$ cat src/rtl/cordic_pkg.sv
package cordic_pkg;

  // Angle range selected by the two top bits of the angle code
  typedef enum logic [1:0] {
    RANGE_DIRECT  = 2'b00,
    RANGE_QUARTER = 2'b01,
    RANGE_HALF    = 2'b10,
    RANGE_ILLEGAL = 2'b11
  } angleRange_e;

  // Strobes from the control to the datapath edges
  typedef struct packed {
    logic loadPre;   // capture and fold a new sample
    logic loadOut;   // scale and register a finished sample
  } cordicStrobe_t;

  // arctan(2^-idx) as a fraction of a turn, scaled by 2^frac and rounded.
  // Base values are in units of 2^-32 turn.
  function automatic longint atanTurn(input int idx, input int frac);
    longint t;
    case (idx)
      0:  t = 64'h20000000;
      1:  t = 64'h12E4051D;
      2:  t = 64'h09FB385B;
      3:  t = 64'h051111D4;
      4:  t = 64'h028B0D43;
      5:  t = 64'h0145D7E1;
      6:  t = 64'h00A2F61E;
      7:  t = 64'h00517C55;
      8:  t = 64'h0028BE53;
      9:  t = 64'h00145F2E;
      10: t = 64'h000A2F98;
      11: t = 64'h000517CC;
      12: t = 64'h00028BE6;
      13: t = 64'h000145F3;
      14: t = 64'h0000A2F9;
      15: t = 64'h0000517C;
      default: t = 64'd683565276 >>> idx; // 2^32/(2*pi) * 2^-idx
    endcase
    return (t + (64'sd1 <<< (31 - frac))) >>> (32 - frac);
  endfunction

endpackage

$ cat src/rtl/cordic_pretreat.sv
module cordic_pretreat #(
  parameter int DATA_W = 16,
  parameter int ANG_W  = 16,
  parameter int XW     = 20,
  parameter int ZW     = 22
) (
  input  logic                 clk,
  input  logic                 rstN,
  input  logic                 en,
  input  logic signed [DATA_W-1:0] inRe,
  input  logic signed [DATA_W-1:0] inIm,
  input  logic [ANG_W-1:0]     inAngle,
  output logic signed [XW-1:0] xOut,
  output logic signed [XW-1:0] yOut,
  output logic signed [ZW-1:0] zOut
);
  import cordic_pkg::*;

  localparam int SCALE = XW - DATA_W - 2;   // guard bits below the sample LSB
  localparam int ZPAD  = ZW - ANG_W;        // extra angle precision

  angleRange_e range;
  logic signed [XW-1:0] reW, imW, xNext, yNext;
  logic [ZW-1:0] zNext;

  assign range = angleRange_e'(inAngle[ANG_W-1 -: 2]);
  assign reW   = XW'(inRe) <<< SCALE;
  assign imW   = XW'(inIm) <<< SCALE;
  // residual keeps only the position within the quarter turn
  assign zNext = ZW'({inAngle[ANG_W-3:0], {ZPAD{1'b0}}});

  always_comb begin
    case (range)
      RANGE_DIRECT: begin
        xNext = reW;
        yNext = imW;
      end
      RANGE_QUARTER: begin   // multiply by +j
        xNext = -imW;
        yNext = reW;
      end
      default: begin         // half turn: negate both
        xNext = -reW;
        yNext = -imW;
      end
    endcase
  end

  always_ff @(posedge clk or negedge rstN) begin
    if (!rstN) begin
      xOut <= '0;
      yOut <= '0;
      zOut <= '0;
    end else if (en) begin
      xOut <= xNext;
      yOut <= yNext;
      zOut <= zNext;
    end
  end

  // accepted angles stay out of the illegal top quarter
  p_angle_legal_r1: assert property (@(posedge clk) disable iff (!rstN)
    en |-> (inAngle[ANG_W-1 -: 2] != 2'b11));

endmodule

$ cat src/rtl/cordic_stage.sv
module cordic_stage #(
  parameter int XW  = 20,
  parameter int ZW  = 22,
  parameter int IDX = 0,
  parameter logic [ZW-1:0] ANGLE = '0
) (
  input  logic                 clk,
  input  logic                 rstN,
  input  logic                 en,
  input  logic signed [XW-1:0] xIn,
  input  logic signed [XW-1:0] yIn,
  input  logic signed [ZW-1:0] zIn,
  output logic signed [XW-1:0] xOut,
  output logic signed [XW-1:0] yOut,
  output logic signed [ZW-1:0] zOut
);
  logic signed [XW-1:0] xSh, ySh;
  logic ccw;

  assign xSh = xIn >>> IDX;
  assign ySh = yIn >>> IDX;
  assign ccw = !zIn[ZW-1];  // turn toward zero residual

  always_ff @(posedge clk or negedge rstN) begin
    if (!rstN) begin
      xOut <= '0;
      yOut <= '0;
      zOut <= '0;
    end else if (en) begin
      if (ccw) begin
        xOut <= xIn - ySh;
        yOut <= yIn + xSh;
        zOut <= zIn - ANGLE;
      end else begin
        xOut <= xIn + ySh;
        yOut <= yIn - xSh;
        zOut <= zIn + ANGLE;
      end
    end
  end

endmodule

$ cat src/rtl/cordic_gain_comp.sv
module cordic_gain_comp #(
  parameter int DATA_W = 16,
  parameter int XW     = 20
) (
  input  logic                     clk,
  input  logic                     rstN,
  input  logic                     en,
  input  logic signed [XW-1:0]     xIn,
  input  logic signed [XW-1:0]     yIn,
  output logic signed [DATA_W-1:0] outRe,
  output logic signed [DATA_W-1:0] outIm
);
  localparam int SCALE = XW - DATA_W - 2;
  localparam int KSH   = 16;                 // gain constant 39797 / 2^16
  localparam int SH    = KSH + SCALE;
  localparam int PW    = XW + KSH + 1;
  localparam logic signed [PW-1:0] RND  = PW'(1) <<< (SH - 1);
  localparam logic signed [PW-1:0] MAXV = PW'((1 <<< (DATA_W - 1)) - 1);
  localparam logic signed [PW-1:0] MINV = -MAXV - PW'(1);

  // shift-add multiply by 0.60725, round, clamp
  function automatic logic signed [DATA_W-1:0] scaleSat(input logic signed [XW-1:0] v);
    logic signed [PW-1:0] w, p, r;
    w = PW'(v);
    p = (w <<< 15) + (w <<< 13) - (w <<< 10) - (w <<< 7) - (w <<< 3) - (w <<< 2) + w;
    r = (p + RND) >>> SH;
    if (r > MAXV)      r = MAXV;
    else if (r < MINV) r = MINV;
    return r[DATA_W-1:0];
  endfunction

  always_ff @(posedge clk or negedge rstN) begin
    if (!rstN) begin
      outRe <= '0;
      outIm <= '0;
    end else if (en) begin
      outRe <= scaleSat(xIn);
      outIm <= scaleSat(yIn);
    end
  end

  // outputs move only when a finished sample is loaded
  p_hold_idle_r9: assert property (@(posedge clk) disable iff (!rstN)
    !en |=> ($stable(outRe) && $stable(outIm)));

endmodule

$ cat src/rtl/cordic_datapath.sv
module cordic_datapath #(
  parameter int DATA_W = 16,
  parameter int ANG_W  = 16,
  parameter int ITER   = 16,
  parameter int GUARD  = 2
) (
  input  logic                       clk,
  input  logic                       rstN,
  input  cordic_pkg::cordicStrobe_t  strobe,
  input  logic [ITER-1:0]            stageLoad,
  input  logic signed [DATA_W-1:0]   inRe,
  input  logic signed [DATA_W-1:0]   inIm,
  input  logic [ANG_W-1:0]           inAngle,
  output logic signed [DATA_W-1:0]   outRe,
  output logic signed [DATA_W-1:0]   outIm
);
  localparam int XW = DATA_W + 2 + GUARD;   // 2 bits of growth plus guard
  localparam int ZW = ANG_W + GUARD + 4;    // finer residual angle
  localparam int RES_BOUND = int'(cordic_pkg::atanTurn(ITER - 1, ZW)) + ITER + 2;

  logic signed [XW-1:0] xs [0:ITER];
  logic signed [XW-1:0] ys [0:ITER];
  logic signed [ZW-1:0] zs [0:ITER];

  cordic_pretreat #(.DATA_W(DATA_W), .ANG_W(ANG_W), .XW(XW), .ZW(ZW)) u_pre (
    .clk(clk), .rstN(rstN), .en(strobe.loadPre),
    .inRe(inRe), .inIm(inIm), .inAngle(inAngle),
    .xOut(xs[0]), .yOut(ys[0]), .zOut(zs[0])
  );

  for (genvar i = 0; i < ITER; i++) begin : g_stage
    localparam logic [ZW-1:0] AI = ZW'(cordic_pkg::atanTurn(i, ZW));
    cordic_stage #(.XW(XW), .ZW(ZW), .IDX(i), .ANGLE(AI)) u_stage (
      .clk(clk), .rstN(rstN), .en(stageLoad[i]),
      .xIn(xs[i]), .yIn(ys[i]), .zIn(zs[i]),
      .xOut(xs[i+1]), .yOut(ys[i+1]), .zOut(zs[i+1])
    );
  end

  cordic_gain_comp #(.DATA_W(DATA_W), .XW(XW)) u_comp (
    .clk(clk), .rstN(rstN), .en(strobe.loadOut),
    .xIn(xs[ITER]), .yIn(ys[ITER]),
    .outRe(outRe), .outIm(outIm)
  );

  // the micro-rotations converged on the folded angle
  p_residual_small_r7: assert property (@(posedge clk) disable iff (!rstN)
    strobe.loadOut |-> ((zs[ITER] <= RES_BOUND) && (zs[ITER] >= -RES_BOUND)));

endmodule

$ cat src/rtl/cordic_ctrl.sv
module cordic_ctrl #(
  parameter int ITER = 16
) (
  input  logic                      clk,
  input  logic                      rstN,
  input  logic                      inValid,
  output cordic_pkg::cordicStrobe_t strobe,
  output logic [ITER-1:0]           stageLoad,
  output logic                      outValid
);
  localparam int LAT = ITER + 2;
  localparam int CW  = $clog2(LAT + 2);

  logic [ITER:0] validPipe;
  logic [CW-1:0] sinceIn;

  always_ff @(posedge clk or negedge rstN) begin
    if (!rstN) begin
      validPipe <= '0;
      outValid  <= 1'b0;
    end else begin
      validPipe <= {validPipe[ITER-1:0], inValid};
      outValid  <= validPipe[ITER];
    end
  end

  assign strobe.loadPre = inValid;
  assign strobe.loadOut = validPipe[ITER];
  assign stageLoad      = validPipe[ITER-1:0];

  // cycles since the last accepted sample, saturating
  always_ff @(posedge clk or negedge rstN) begin
    if (!rstN)                           sinceIn <= CW'(LAT + 1);
    else if (inValid)                    sinceIn <= CW'(1);
    else if (sinceIn != CW'(LAT + 1))    sinceIn <= sinceIn + CW'(1);
  end

  // a valid output needs an input accepted within the pipeline depth
  p_out_has_source_r6: assert property (@(posedge clk) disable iff (!rstN)
    outValid |-> ((sinceIn != '0) && (sinceIn <= CW'(LAT))));

endmodule

$ cat src/rtl/cordic_rotator.sv
module cordic_rotator #(
  parameter int DATA_W = 16,
  parameter int ANG_W  = 16,
  parameter int ITER   = 16,
  parameter int GUARD  = 2
) (
  input  logic                     clk,
  input  logic                     rstN,
  input  logic                     inValid,
  input  logic signed [DATA_W-1:0] inRe,
  input  logic signed [DATA_W-1:0] inIm,
  input  logic [ANG_W-1:0]         inAngle,
  output logic                     outValid,
  output logic signed [DATA_W-1:0] outRe,
  output logic signed [DATA_W-1:0] outIm
);
  cordic_pkg::cordicStrobe_t strobe;
  logic [ITER-1:0] stageLoad;

  cordic_ctrl #(.ITER(ITER)) u_ctrl (
    .clk(clk), .rstN(rstN), .inValid(inValid),
    .strobe(strobe), .stageLoad(stageLoad), .outValid(outValid)
  );

  cordic_datapath #(.DATA_W(DATA_W), .ANG_W(ANG_W), .ITER(ITER), .GUARD(GUARD)) u_dp (
    .clk(clk), .rstN(rstN), .strobe(strobe), .stageLoad(stageLoad),
    .inRe(inRe), .inIm(inIm), .inAngle(inAngle),
    .outRe(outRe), .outIm(outIm)
  );

endmodule

$ cat config.mk
export PLATFORM = sky130hd
export DESIGN_NAME = cordic_rotator
export DESIGN_NICKNAME = d
export VERILOG_FILES = /design/src/rtl/cordic_pkg.sv /design/src/rtl/cordic_pretreat.sv /design/src/rtl/cordic_stage.sv /design/src/rtl/cordic_gain_comp.sv /design/src/rtl/cordic_datapath.sv /design/src/rtl/cordic_ctrl.sv /design/src/rtl/cordic_rotator.sv
export SDC_FILE = /design/constraint.sdc
export NUM_CORES = 2
export LEC_CHECK = 0
export ABC_AREA = 1
export BUFFER_PORTS_ARGS = -buffer_cell sky130_fd_sc_hd__buf_2
export CAP_MARGIN = 20
export CORE_MARGIN = 2
export CORE_UTILIZATION = 53
export DETAILED_ROUTE_END_ITERATION = 8
export PLACE_DENSITY = 0.72
export SYNTH_ARGS = -nofsm -noshare
export SYNTH_HDL_FRONTEND = slang
export SYNTH_SLANG_ARGS = --single-unit
$ cat constraint.sdc
create_clock -name clk -period 7.7 [get_ports clk]
set_input_delay 0.77 -clock clk [delete_from_list [all_inputs] [get_ports clk]]
set_output_delay 0.77 -clock clk [all_outputs]
set_load 0.05 [all_outputs]
# Word level (Yosys, flattened, before mapping)
# Index checks and enable logic that the tools add are counted.
# totals
ff_bits,1074
wordCells,217
inputBits,51
# classes
reduce_logical,1
n_mux,50
order_cmp,4
n_eq_ne,1
addsub,107
# ops
cell,n
$mux W20,30
$mux W22,14
$pmux W20 S2,2
$add A37 B19 Y37 const B,2
$add A37 B20 Y37,2
$sub A36 B30 Y37,2
$sub A37 B22 Y37,2
$sub A37 B23 Y37,2
$sub A37 B27 Y37,2
$add A35 B33 Y36,2
$mux W16,4
$add A20 B10 Y20,2
$add A20 B11 Y20,2
$add A20 B12 Y20,2
$add A20 B13 Y20,2
$add A20 B14 Y20,2
$add A20 B15 Y20,2
$add A20 B16 Y20,2
$add A20 B17 Y20,2
$add A20 B18 Y20,2
$add A20 B19 Y20,2
$add A20 B5 Y20,2
$add A20 B6 Y20,2
$add A20 B7 Y20,2
53 further kinds,73

# Logic depth before layout (Yosys ltp)
# depth
depth_word,10
depth_mapped,27
mapped_depth_nobuf,26

# Modules after synthesis
# Synthesis repeated with hierarchy kept, for this count alone.
# hier_totals
hier_cells,18022
hier_area_um2,117559.0
# by_module_without_submodules
mod,cells_each,area_per_inst_um2,instances
cordic_gain_comp,1455,11767.5,1
cordic_stage at u_dp.g_stage[2].u_stage,1080,6831.6,1
cordic_stage at u_dp.g_stage[1].u_stage,1064,6691.4,1
cordic_stage at u_dp.g_stage[4].u_stage,1074,6647.6,1
cordic_stage at u_dp.g_stage[3].u_stage,1035,6597.6,1
cordic_stage at u_dp.g_stage[5].u_stage,1032,6486.2,1
cordic_stage at u_dp.g_stage[7].u_stage,1034,6471.2,1
cordic_stage at u_dp.g_stage[14].u_stage,1038,6466.2,1
cordic_stage at u_dp.g_stage[6].u_stage,1030,6446.2,1
cordic_stage at u_dp.g_stage[12].u_stage,990,6354.8,1
cordic_stage at u_dp.g_stage[13].u_stage,1025,6331.1,1
cordic_stage at u_dp.g_stage[0].u_stage,982,6246.0,1
cordic_stage at u_dp.g_stage[11].u_stage,937,6174.7,1
cordic_stage at u_dp.g_stage[15].u_stage,955,6119.6,1
+5 rows,--,--,--

# Worst setup path before layout
# No wires, ideal clock.
# synth_path
path_kind,register -> register
start,reg u_dp.g_stage[15].u_stage.xOut[19]
end,reg u_dp.u_comp.outRe[10]
period_less_slack_ns,5.357
path_buffers,1
setup_ns,0.122
slack_ns,2.343
required_time_ns,7.578
stages_incl_launch_ff,21
t_arrival_ns,5.236
cell_sequence,dfrtp_1 inv_1 ha_1 xor2_1 fa_1 fa_1 inv_1 fa_1 inv_1 ha_1 a21oi_1 o21ai_0 a21oi_1 nor2_1 nor2_1 nand2_1 a31oi_2 nand2_1 nand2_2 buf_6 a21oi_2
# synth_via
elab_chain_len,10
word_cells_on_any_way,11
# synth_rtl
item,line_no,text
"start, declared",cordic_stage.sv:13,"output logic signed [XW-1:0] xOut,"
"start signal, assigned",cordic_stage.sv:31,xOut <= xIn - ySh;
"start signal, assigned",cordic_stage.sv:35,xOut <= xIn + ySh;
$add A35 B33 Y36,cordic_gain_comp.sv:25,p = (w <<< 15) + (w <<< 13) - (w <<< 10) - (w <<< 7) - (w <<< 3) - (w <<< 2) + w;
$sub A36 B30 Y37,cordic_gain_comp.sv:25,
$sub A37 B27 Y37,cordic_gain_comp.sv:25,
$sub A37 B23 Y37,cordic_gain_comp.sv:25,
$sub A37 B22 Y37,cordic_gain_comp.sv:25,
$add A37 B20 Y37 *,cordic_gain_comp.sv:25,
$add A37 B19 Y37 *,cordic_gain_comp.sv:26,r = (p + RND) >>> SH;
$lt A19 B16 Y1,cordic_gain_comp.sv:28,else if (r < MINV) r = MINV;
$mux W16,cordic_gain_comp.sv:28,
$mux W16 *,cordic_gain_comp.sv:27,if (r > MAXV) r = MAXV;
"end signal, assigned",cordic_gain_comp.sv:37,outRe <= scaleSat(xIn);
"end, declared",cordic_gain_comp.sv:10,"output logic signed [DATA_W-1:0] outRe,"
# Every way passes the cells marked *; elsewhere a longest branch is shown, timed or not.
# A chain may end at the register's enable or synchronous reset.

# Final worst setup path
# layout_path
start,reg u_dp.g_stage[15].u_stage.xOut[19]
end,reg u_dp.u_comp.outRe[2]
# Same word-level chain as after synthesis.

==> results.txt <==
Slew @ Worst Pin: 1090 ps
Die ar.: 189000 µm²
Mapped Area: 98200 µm²
Setup Skew: 41.1 ps
Worst Path Max Fanout: 22
DR vias/cell: 5.66
total clock sinks: 1029
nets: 14900
initial antenna violation count: 3
TritonCTS clock tree: yes
cts bufs inserted: 120
slowest stage delay, CP: 980 ps
total vias in the final route: 90800
Post-DRT Antenna Nets: 0
Rows: 157
post-synthesis sequential area ratio: 0.262
setup TNS: 0 ps
clk slew on worst S/H paths: 60 ps
crit path launch type: flip-flop
CTS root buffer: clkbuf_16
Post-synth ARST share: 1.00
wire per inst: 18.1 µm
critical-path cell list: inv_1, buf_4, ha_1, xor2_1, fa_1, fa_1, inv_1, fa_1, inv_1, ha_1, a21oi_1, o21ai_0, a21oi_1, nor2_1, nor2_1, nand2_1, a31oi_2, nand2_1, nand2_2, a21oi_1
drc violations: 0
Post-synth top cells: 3015 x nand2_1, 1576 x inv_1, 1334 x o21ai_0
Tmin final: 5890 ps
Yosys top cell area share: 0.262
final worst slack: 1810 ps
share of cells above drive strength 1: 0.0458
Post-synth EDFFs: 0
area grow syn2layout: 7.40%
crit path DAT: 6500 ps
DP Wirelength: 235 mm
first-pass GRT wire length: 466 mm
max_cap viols: 0
#FFs+latches synth: 1029
final wirelength: 290 mm
Max Slew Vio Count: 0
gpl congestion: 0.945
die width: 434 µm
Clock Latency Late Sink: 780 ps
Post-CTS Resized: 0
CP Class: flip-flop to flip-flop
Die Ht: 434 µm
vias in the first global route: 87000
syn_nets: 14900
Required @ worst endpoint: 8320 ps
1st-pass router iterations: 8
top_reg_cell synth: dfrtp_1
DP Worst Slack: 1810 ps
top cells by area, synth: dfrtp_1 26%, ha_1 14%, nand2_1 12%
Synth Instances: 13500
most frequent cell after synthesis: nand2_1
grt total ovfl: 0
Buffers on Ports: 83
Fmax: 170 MHz
Slew headroom: 0.274
HP Class: input port to flip-flop
# IOs: 84
endpoints failing setup: 0
Warnings, synthesis: 0
Cell variety after synth: 61
final hold violations: 0
Avg Cell Area, Syn: 7.29 µm²
status: completed
Total GRT Usage: 0.304
core area: 184000 µm²
largest net degree at the start of global routing: 147
Layout fillers: 17500
Core Util, Final: 0.574
Synth area leader: dfrtp_1
Critical Path Sink Type: flip-flop
H-tree depth: 3
clk buf depth: 3
DRT iter0 DRCs: 6817
Slowest cell on crit path: dfrtp_1
Initial Util: 0.535
RSZ-0062 raised after global routing: no
WHS: 197 ps
fin crit share: 0.765
state kept, by name, summed over array words and instances, names as in the netlist:
register                   count
u_dp.g_stage.u_stage.xOut    317
u_dp.g_stage.u_stage.yOut    315
u_dp.g_stage.u_stage.zOut    297
u_dp.u_pre.xOut               18
u_dp.u_pre.yOut               18
u_ctrl.validPipe              17
u_dp.u_comp.outIm             16
u_dp.u_comp.outRe             16
u_dp.u_pre.zOut               14
u_ctrl.outValid                1
worst max-delay path: cells and delay by family (launching register included):
kind / cells / cell delay (ps)
adder cells (fa/ha/maj): 5 / 2280
AO/OA/AOI/OAI: 5 / 990
flip-flops: 1 / 980
AND/OR/NAND/NOR: 5 / 670
buffers and inverters: 4 / 460
XOR/XNOR: 1 / 310
cell usage in the layout (no fill, tap or decap), types with 64 or more instances in the layout:
cell / count
a21oi_1: 1035
a31oi_1: 143
buf_2: 82
buf_4: 64
clkbuf_16: 121
dfrtp_1: 1028
fa_1: 247
ha_1: 1099
inv_1: 1565
nand2_1: 3015
nand3_1: 741
nand4_1: 151
nor2_1: 952
nor3_1: 147
o21ai_0: 1334
o21bai_1: 96
o31ai_1: 97
or2_2: 139
xnor2_1: 314
xor2_1: 515
routing by layer:
metal,global-route usage,vias up,share of wire
li1,-,45100,-
met1,0.427,43100,0.47
met2,0.493,2212,0.45
met3,0.0421,404,0.052
met4,0.0727,4,0.025
met5,0,-,0.00011
cells by family after synthesis:
kind of cell,count (synthesis),synth area share
multiplexers,4,0.000459
AND/OR/NAND/NOR,5318,0.228
XOR/XNOR,829,0.0739
flip-flops,1029,0.262
buffers and inverters,1876,0.0723
adder cells (fa/ha/maj),1346,0.190
AO/OA/AOI/OAI,3072,0.173
metrics by stage:
step                      cells  area [µm²]
after floorplan           13500       98200
after global placement    15800      101000
after detailed placement  15800      101000
after CTS                 16000      105000
after global routing      16000      105000
final                     16000      105000
area by class of cell:
| class | count | area (µm²) | share of cell area |
|---|---|---|---|
| clock buffer | 161 | 3470 | 0.0329 |
| timing repair buffer | 155 | 1060 | 0.0100 |
| inverter | 1590 | 5970 | 0.0566 |
| multi-input combinational | 10600 | 65400 | 0.620 |
| tap | 2464 | 3080 | 0.0292 |
| sequential | 1029 | 25800 | 0.244 |
| antenna | 1 | 2.50 | 0.0000237 |
| clock inverter | 66 | 790 | 0.00748 |
timing repair:
action                    CTS  global route
buffers inserted            0             0
hold buffers                1             0
hold endpoints to repair    3             0
worst paths after layout:
kind | slack (ps) | startpoint | cells after the start | endpoint
setup / recovery | 1810 | u_dp.g_stage[15].u_stage.xOut[19] | 20 | u_dp.u_comp.outRe[2]
hold / removal | 200 | inAngle[5] | 3 | u_dp.u_pre.zOut[11]
setup reg to reg | 1810 | u_dp.g_stage[15].u_stage.xOut[19] | 20 | u_dp.u_comp.outRe[2]
hold reg to reg | 470 | u_dp.g_stage[1].u_stage.zOut[0] | 2 | u_dp.g_stage[1].u_stage.zOut[0]
max in group asynchronous | 5420 | rstN | 4 | u_dp.u_pre.xOut[3]
min in group asynchronous | 600 | rstN | 2 | u_dp.u_comp.outRe[15]
Power is left out: the tool's default activity adds up to more than one toggle a clock period on the data nets, which glitch-free logic cannot reach.
